$ cat src/rtl/fsg_pkg.sv
// Shared types for the flash status generator.
// Assumes an 8-bit status byte with the bit positions below.
package fsg_pkg;
    typedef enum logic [1:0] {
        OP_PROG   = 2'd0,
        OP_SERASE = 2'd1,
        OP_CERASE = 2'd2,
        OP_RESET  = 2'd3
    } fsg_op_e;

    typedef enum logic [2:0] {
        ST_IDLE = 3'd0,
        ST_PROG = 3'd1,
        ST_EWIN = 3'd2,
        ST_ERUN = 3'd3,
        ST_FAIL = 3'd4
    } fsg_state_e;

    localparam int BIT_POLL = 7;
    localparam int BIT_TOG  = 6;
    localparam int BIT_TMO  = 5;
    localparam int BIT_WIN  = 3;
    localparam int BIT_SEL  = 2;
endpackage

$ cat src/rtl/fsg_pulse_ctr.sv
// Counts internal operation pulses.
// Assumes the owner clears it whenever no operation is counting.
module fsg_pulse_ctr #(
    parameter int CNT_W = 4
) (
    input  logic             clk,
    input  logic             rst_n,
    input  logic             clr,
    input  logic             inc,
    output logic [CNT_W-1:0] count
);
    // Pulse count register with clear priority.
    always_ff @(posedge clk) begin
        if (!rst_n || clr) begin
            count <= '0;
        end else if (inc) begin
            count <= count + 1'b1;
        end
    end
endmodule

$ cat src/rtl/fsg_win_timer.sv
// Down-counter for the sector-erase collection window.
// A load restarts the full window and expiry is flagged while running.
module fsg_win_timer #(
    parameter int WINDOW_CYCLES = 5,
    localparam int TW = $clog2(WINDOW_CYCLES + 1)
) (
    input  logic clk,
    input  logic rst_n,
    input  logic load,
    input  logic run,
    output logic expired
);
    localparam logic [TW-1:0] RELOAD = TW'(WINDOW_CYCLES - 1);
    logic [TW-1:0] remain_q;

    // Window countdown register.
    always_ff @(posedge clk) begin
        if (!rst_n) begin
            remain_q <= '0;
        end else if (load) begin
            remain_q <= RELOAD;
        end else if (run && remain_q != '0) begin
            remain_q <= remain_q - 1'b1;
        end
    end

    assign expired = run && !load && (remain_q == '0);
endmodule

$ cat src/rtl/fsg_toggle_unit.sv
// Holds the two read-triggered toggle bits.
// Both bits change only on reads made while busy.
module fsg_toggle_unit (
    input  logic clk,
    input  logic rst_n,
    input  logic rd_en,
    input  logic busy,
    input  logic sel_hit,
    output logic tog_all,
    output logic tog_sel
);
    // Toggle state: the all-reads bit and the selected-sector bit.
    always_ff @(posedge clk) begin
        if (!rst_n) begin
            tog_all <= 1'b0;
            tog_sel <= 1'b0;
        end else if (rd_en && busy) begin
            tog_all <= ~tog_all;
            if (sel_hit) begin
                tog_sel <= ~tog_sel;
            end
        end
    end
endmodule

$ cat src/rtl/fsg_status_gen.sv
// Flash embedded-operation status generator (top).
// Sequences program, sector erase and chip erase, and builds the
// status byte returned on each read while busy. Assumes pulse_en is
// a single-cycle strobe and cell_data is valid with a program command.
module fsg_status_gen
    import fsg_pkg::*;
#(
    parameter int         NUM_SECTORS   = 8,
    parameter int         PROG_PULSES   = 4,
    parameter int         ERASE_PULSES  = 6,
    parameter int         MAX_PULSES    = 12,
    parameter int         WINDOW_CYCLES = 5,
    parameter logic [7:0] IDLE_WORD     = 8'hA5,
    localparam int SECT_W = (NUM_SECTORS > 1) ? $clog2(NUM_SECTORS) : 1,
    localparam int CNT_W  = $clog2(MAX_PULSES + 1)
) (
    input  logic              clk,
    input  logic              rst_n,
    input  logic              cmd_valid,
    input  logic [1:0]        cmd_op,
    input  logic [SECT_W-1:0] cmd_sector,
    input  logic [7:0]        cmd_data,
    input  logic [7:0]        cell_data,
    input  logic              pulse_en,
    input  logic              rd_en,
    input  logic [SECT_W-1:0] rd_sector,
    output logic [7:0]        rd_data,
    output logic              busy
);
    localparam logic [CNT_W-1:0] PROG_LAST  = CNT_W'(PROG_PULSES - 1);
    localparam logic [CNT_W-1:0] ERASE_LAST = CNT_W'(ERASE_PULSES - 1);
    localparam logic [CNT_W-1:0] FAIL_LAST  = CNT_W'(MAX_PULSES - 1);

    fsg_state_e             state_q;
    fsg_op_e                op;
    logic [NUM_SECTORS-1:0] sel_mask_q;
    logic [NUM_SECTORS-1:0] cmd_onehot;
    logic [7:0]             pdata_q;
    logic [7:0]             array_q;
    logic                   bad_q;
    logic [CNT_W-1:0]       pcount;
    logic                   win_expired;
    logic                   tog_all;
    logic                   tog_sel;
    logic                   erasing;
    logic                   sel_hit;
    logic                   do_reset;
    logic                   win_load;
    logic [7:0]             status;

    assign op       = fsg_op_e'(cmd_op);
    assign do_reset = cmd_valid && (op == OP_RESET);
    assign busy     = (state_q != ST_IDLE);
    assign erasing  = (state_q == ST_EWIN) || (state_q == ST_ERUN);
    assign sel_hit  = erasing && sel_mask_q[rd_sector];
    assign win_load = cmd_valid && (op == OP_SERASE) &&
                      ((state_q == ST_IDLE) || (state_q == ST_EWIN));

    // One-hot decode of the commanded sector.
    for (genvar s = 0; s < NUM_SECTORS; s++) begin : g_onehot
        assign cmd_onehot[s] = (cmd_sector == SECT_W'(s));
    end

    fsg_pulse_ctr #(.CNT_W(CNT_W)) u_pulse (
        .clk   (clk),
        .rst_n (rst_n),
        .clr   ((state_q == ST_IDLE) || (state_q == ST_EWIN)),
        .inc   (pulse_en && ((state_q == ST_PROG) || (state_q == ST_ERUN))),
        .count (pcount)
    );

    fsg_win_timer #(.WINDOW_CYCLES(WINDOW_CYCLES)) u_win (
        .clk     (clk),
        .rst_n   (rst_n),
        .load    (win_load),
        .run     (state_q == ST_EWIN),
        .expired (win_expired)
    );

    fsg_toggle_unit u_tog (
        .clk     (clk),
        .rst_n   (rst_n),
        .rd_en   (rd_en),
        .busy    (busy),
        .sel_hit (sel_hit),
        .tog_all (tog_all),
        .tog_sel (tog_sel)
    );

    // Operation sequencer: command acceptance, completion and timeout.
    always_ff @(posedge clk) begin
        if (!rst_n) begin
            state_q    <= ST_IDLE;
            sel_mask_q <= '0;
            pdata_q    <= '0;
            bad_q      <= 1'b0;
            array_q    <= IDLE_WORD;
        end else if (do_reset) begin
            state_q <= ST_IDLE;
        end else begin
            case (state_q)
                ST_IDLE: begin
                    if (cmd_valid && op == OP_PROG) begin
                        state_q <= ST_PROG;
                        pdata_q <= cmd_data;
                        bad_q   <= |(cmd_data & ~cell_data);
                    end else if (cmd_valid && op == OP_SERASE) begin
                        state_q    <= ST_EWIN;
                        sel_mask_q <= cmd_onehot;
                    end else if (cmd_valid && op == OP_CERASE) begin
                        state_q    <= ST_ERUN;
                        sel_mask_q <= '1;
                    end
                end
                ST_PROG: begin
                    if (pulse_en && !bad_q && pcount == PROG_LAST) begin
                        state_q <= ST_IDLE;
                        array_q <= pdata_q;
                    end else if (pulse_en && bad_q && pcount == FAIL_LAST) begin
                        state_q <= ST_FAIL;
                    end
                end
                ST_EWIN: begin
                    if (cmd_valid && op == OP_SERASE) begin
                        sel_mask_q <= sel_mask_q | cmd_onehot;
                    end else if (win_expired) begin
                        state_q <= ST_ERUN;
                    end
                end
                ST_ERUN: begin
                    if (pulse_en && pcount == ERASE_LAST) begin
                        state_q <= ST_IDLE;
                        array_q <= 8'hFF;
                    end
                end
                default: state_q <= state_q;
            endcase
        end
    end

    // Status byte assembly for busy reads.
    always_comb begin
        status           = '0;
        status[BIT_POLL] = ((state_q == ST_PROG) || (state_q == ST_FAIL)) ?
                           ~pdata_q[7] : 1'b0;
        status[BIT_TOG]  = tog_all;
        status[BIT_TMO]  = (state_q == ST_FAIL);
        status[BIT_WIN]  = (state_q == ST_ERUN);
        status[BIT_SEL]  = tog_sel;
    end

    // Registered read port: status while busy, array word when idle.
    always_ff @(posedge clk) begin
        if (!rst_n) begin
            rd_data <= '0;
        end else if (rd_en) begin
            rd_data <= busy ? status : array_q;
        end
    end
endmodule

$ cat config.mk
export PLATFORM = sky130hd
export DESIGN_NAME = fsg_status_gen
export DESIGN_NICKNAME = d
export VERILOG_FILES = /design/src/rtl/fsg_pkg.sv /design/src/rtl/fsg_pulse_ctr.sv /design/src/rtl/fsg_win_timer.sv /design/src/rtl/fsg_toggle_unit.sv /design/src/rtl/fsg_status_gen.sv
export SDC_FILE = /design/constraint.sdc
export NUM_CORES = 1
export LEC_CHECK = 0
export BUFFER_PORTS_ARGS = -buffer_cell sky130_fd_sc_hd__buf_4
export CAP_MARGIN = 15
export CORE_UTILIZATION = 56
export CTS_CLUSTER_DIAMETER = 60
export DETAILED_ROUTE_END_ITERATION = 10
export GPL_TIMING_DRIVEN = 0
export HOLD_SLACK_MARGIN = 0.1
export PLACE_DENSITY = 0.79
export SYNTH_ARGS = -nofsm -noshare
export SYNTH_HDL_FRONTEND = slang
export SYNTH_SLANG_ARGS = --single-unit
export TNS_END_PERCENT = 100
$ cat constraint.sdc
create_clock -name clk -period 1.8 [get_ports clk]
set_clock_uncertainty 0.1 [all_clocks]
set_input_delay 0.27 -clock clk [delete_from_list [all_inputs] [get_ports clk]]
set_output_delay 0.27 -clock clk [all_outputs]
set_load 0.05 [all_outputs]
==> flow_metrics.env <==
export IMPL_slew_violations=0
export IMPL_finalNonFillerCells=374
export IMPL_cp_cell_sequence="inv_1, ha_1, and4b_2, a22oi_2, a2111oi_1, o21ai_0"
export IMPL_drt_first_pass_iters=4
export IMPL_wl_met3_um=204
export IMPL_cts_made_buffers=5
export IMPL_critical_path_required_ns=1.86
export IMPL_min_path_type="input port to flip-flop"
export IMPL_clk_path_buf_depth=2
export IMPL_synth_edf_count=0
export IMPL_globalplace_congestion=0.805
export IMPL_cp_end_kind="flip-flop"
export IMPL_ant_nets=0
export IMPL_coreArea_um2=4000
export IMPL_period_share_pct=95.0
export IMPL_critical_path_arrival_ns=1.77
export IMPL_p_leak_nw=1.24
export IMPL_max_freq_mhz=585
export IMPL_grt_max_degree=16
export IMPL_wl_per_cell_um=13.7
export IMPL_grt_pass1_vias=1883
export IMPL_place_ws_ns=0.00617
export IMPL_start_kind="flip-flop"
export IMPL_yosysSeqAreaShare_pct=38.6
export IMPL_yosysWarnings=0
export IMPL_synth_top_area_cell="dfxtp_1"
export IMPL_synth_area_top_cells="dfxtp_1 39%, nand2_1 6.6%, o211a_1 3.4%, a21boi_0 3.2%, inv_1 2.7%"
export IMPL_synth_net_count=311
export IMPL_antenna_found_initial=0
export IMPL_grt_overflow_total=0
export IMPL_power_density_nw_per_um2=835
export IMPL_hpwl_um=3660
export IMPL_fp_dieH_um=66.5
export IMPL_postSynthAreaPerCell_um2=8.38
export IMPL_layout_nets=356
export IMPL_routed_wl_um=5130
export IMPL_crit_type="flip-flop to flip-flop"
export IMPL_final_util_pct=70.0
export IMPL_grt_util_all_layers_pct=25.1
export IMPL_met1_length_um=2380
export IMPL_drc_errors=0
export IMPL_crit_path_max_incr_delay_ns=0.44
export IMPL_vias=2141
export IMPL_finalWorstSetupSlack_ns=0.0906
export IMPL_clk_latency_ns=0.30
export IMPL_io_buffer_count=34
export IMPL_final_common_cell="dfxtp_1"
export IMPL_grt_pass1_wl_um=8380
export IMPL_synth_top_family_by_area="compound AO/OA/AOI/OAI gates"
export IMPL_die_area_um2=4420
export IMPL_routed_top_layer="met4"
export IMPL_clock_sinks=45
export IMPL_vdd_ir_drop_worst_v=0.000543
export IMPL_synthAdderAreaFrac_pct=2.15
export IMPL_tritoncts="yes"
export IMPL_synth_seq_cells=45
export IMPL_area_growth_pct=20.1
export IMPL_drt_vias_per_instance=5.72
export IMPL_yosys_area_top_type_share_pct=38.6
export IMPL_cts_root_buf="clkbuf_8"
export IMPL_final_cell_mix="43 x dfxtp_1, 40 x nand2_1, 39 x buf_4"
export IMPL_cts_hold_buf=0
export IMPL_finalSetupViolCount=0
export IMPL_netlist_area_um2=2330
export IMPL_ios=38
export IMPL_initial_core_util_pct=58.3
export IMPL_htreeDepth=2
export IMPL_cts_clk_slew_worst_paths_ns=0.09
export IMPL_slowest_stage="a2111oi_1"
export IMPL_drv_cap=0
export IMPL_fin_crit_ns=1.71
export IMPL_fp_row_count=23
export IMPL_tightest_slew_ns=0.518
export IMPL_slew_headroom_pct=65.5
export IMPL_crit_fanout=4
export IMPL_yosys_area_share_xor_xnor_pct=1.88
export IMPL_final_hold_violation_count=0
export IMPL_synthFlopType="dfxtp_1"
export IMPL_yosys_area_share_simple_pct=21.5
export IMPL_power_mw=2.34
export IMPL_drive_gt1_share_pct=21.3
export IMPL_async_flop_share_pct=0
export IMPL_dp_cells=362
export IMPL_n_antenna_cell=0
export IMPL_drtIter0Drc=152
export IMPL_muxShareOfSynthArea_pct=2.52
export IMPL_outcome="finished clean"
export IMPL_die_w_um=66.5
export IMPL_synth_cells=278
export IMPL_synth_compound_area_share_pct=27.5
export IMPL_synth_cell_type_count=52
export IMPL_dr_wl_met2_um=2520
## metrics by stage
step | setup TNS (ns) | hold WS [ns] | instance area (um2)
2_1_floorplan | 0 | 0.305 | 2330
3_3_place_gp | 0 | 0.343 | 2650
3_5_place_dp | 0 | 0.345 | 2650
4_1_cts | 0 | 0.114 | 2750
5_1_grt | -0.0228 | 0.116 | 2800
6_report | 0 | 0.116 | 2800
## where the power goes
part / switching [mW] / internal [mW]
logic: 0.376 / 0.234
registers: 0.0400 / 1.06
clock network: 0.355 / 0.276
total: 0.771 / 1.57
## registers in the layout, indices dropped and copies added (netlist names)
name,count
array_q,8
bad_q,1
pdata_q,8
rd_data,8
sel_mask_q,8
state_q,3
u_pulse.count,4
u_tog.tog_all,1
u_tog.tog_sel,1
u_win.remain_q,3
## cell usage after synthesis (all sizes together) (6+ instances only)
library cell	n
o211a	8
a21oi	11
a21o	7
nand2	41
dfxtp	45
clkbuf	9
a21boi	13
inv	17
o21ai	11
nor2	18
nand3	6
buf	7
a31oi	8
## timing repair
| item | CTS | global route |
|---|---|---|
| resized for setup | 2 | 11 |
| cloned | 0 | 0 |
| hold endpoints to repair | 0 | 0 |
| setup buffers | 1 | 3 |
| endpoints found under the setup margin | 2 | 19 |
| pin swaps | 1 | 4 |
## cell type report
cell class,count,area (um2)
Multi-Input combinational cell,200,1320
Timing Repair Buffer,38,285
Clock buffer,5,68.8
Sequential cell,45,903
Tap cell,50,62.6
Inverter,17,63.8
Buffer,16,76.3
Clock inverter,3,22.5
Fill cell,343,1200
## critical path, delay by kind of cell, from the launching register on
| family | cells | cell delay [ns] |
|---|---|---|
| AO/OA/AOI/OAI | 3 | 0.69 |
| flip-flops | 1 | 0.34 |
| AND/OR/NAND/NOR | 1 | 0.26 |
| adder cells (fa/ha/maj) | 1 | 0.13 |
| buffers and inverters | 1 | 0.05 |
## path summary, 6_finish.rpt
kind,cells past startpoint,to,slack (ns),start
worst max-delay path,6,array_q[2],0.09,u_pulse.count[1]
worst min-delay path,3,pdata_q[1],0.12,cmd_data[1]
worst max register to register,6,array_q[2],0.09,u_pulse.count[1]
worst min register to register,2,pdata_q[1],0.36,pdata_q[1]
## cells by family after synthesis
logic type | after synthesis
fa+ha+maj | 4
buf+inv | 33
xor+xnor | 5
flops | 45
compound gates | 89
mux | 4
simple gates | 98
## routing by layer
layer  vias to the layer above  global-route usage (%)
li1                       1095                       -
met1                       991                    31.3
met2                        53                    44.3
met3                         2                    4.11
met4                         0                    7.18
met5                         -                       0
(Power assumes the default switching activity.)
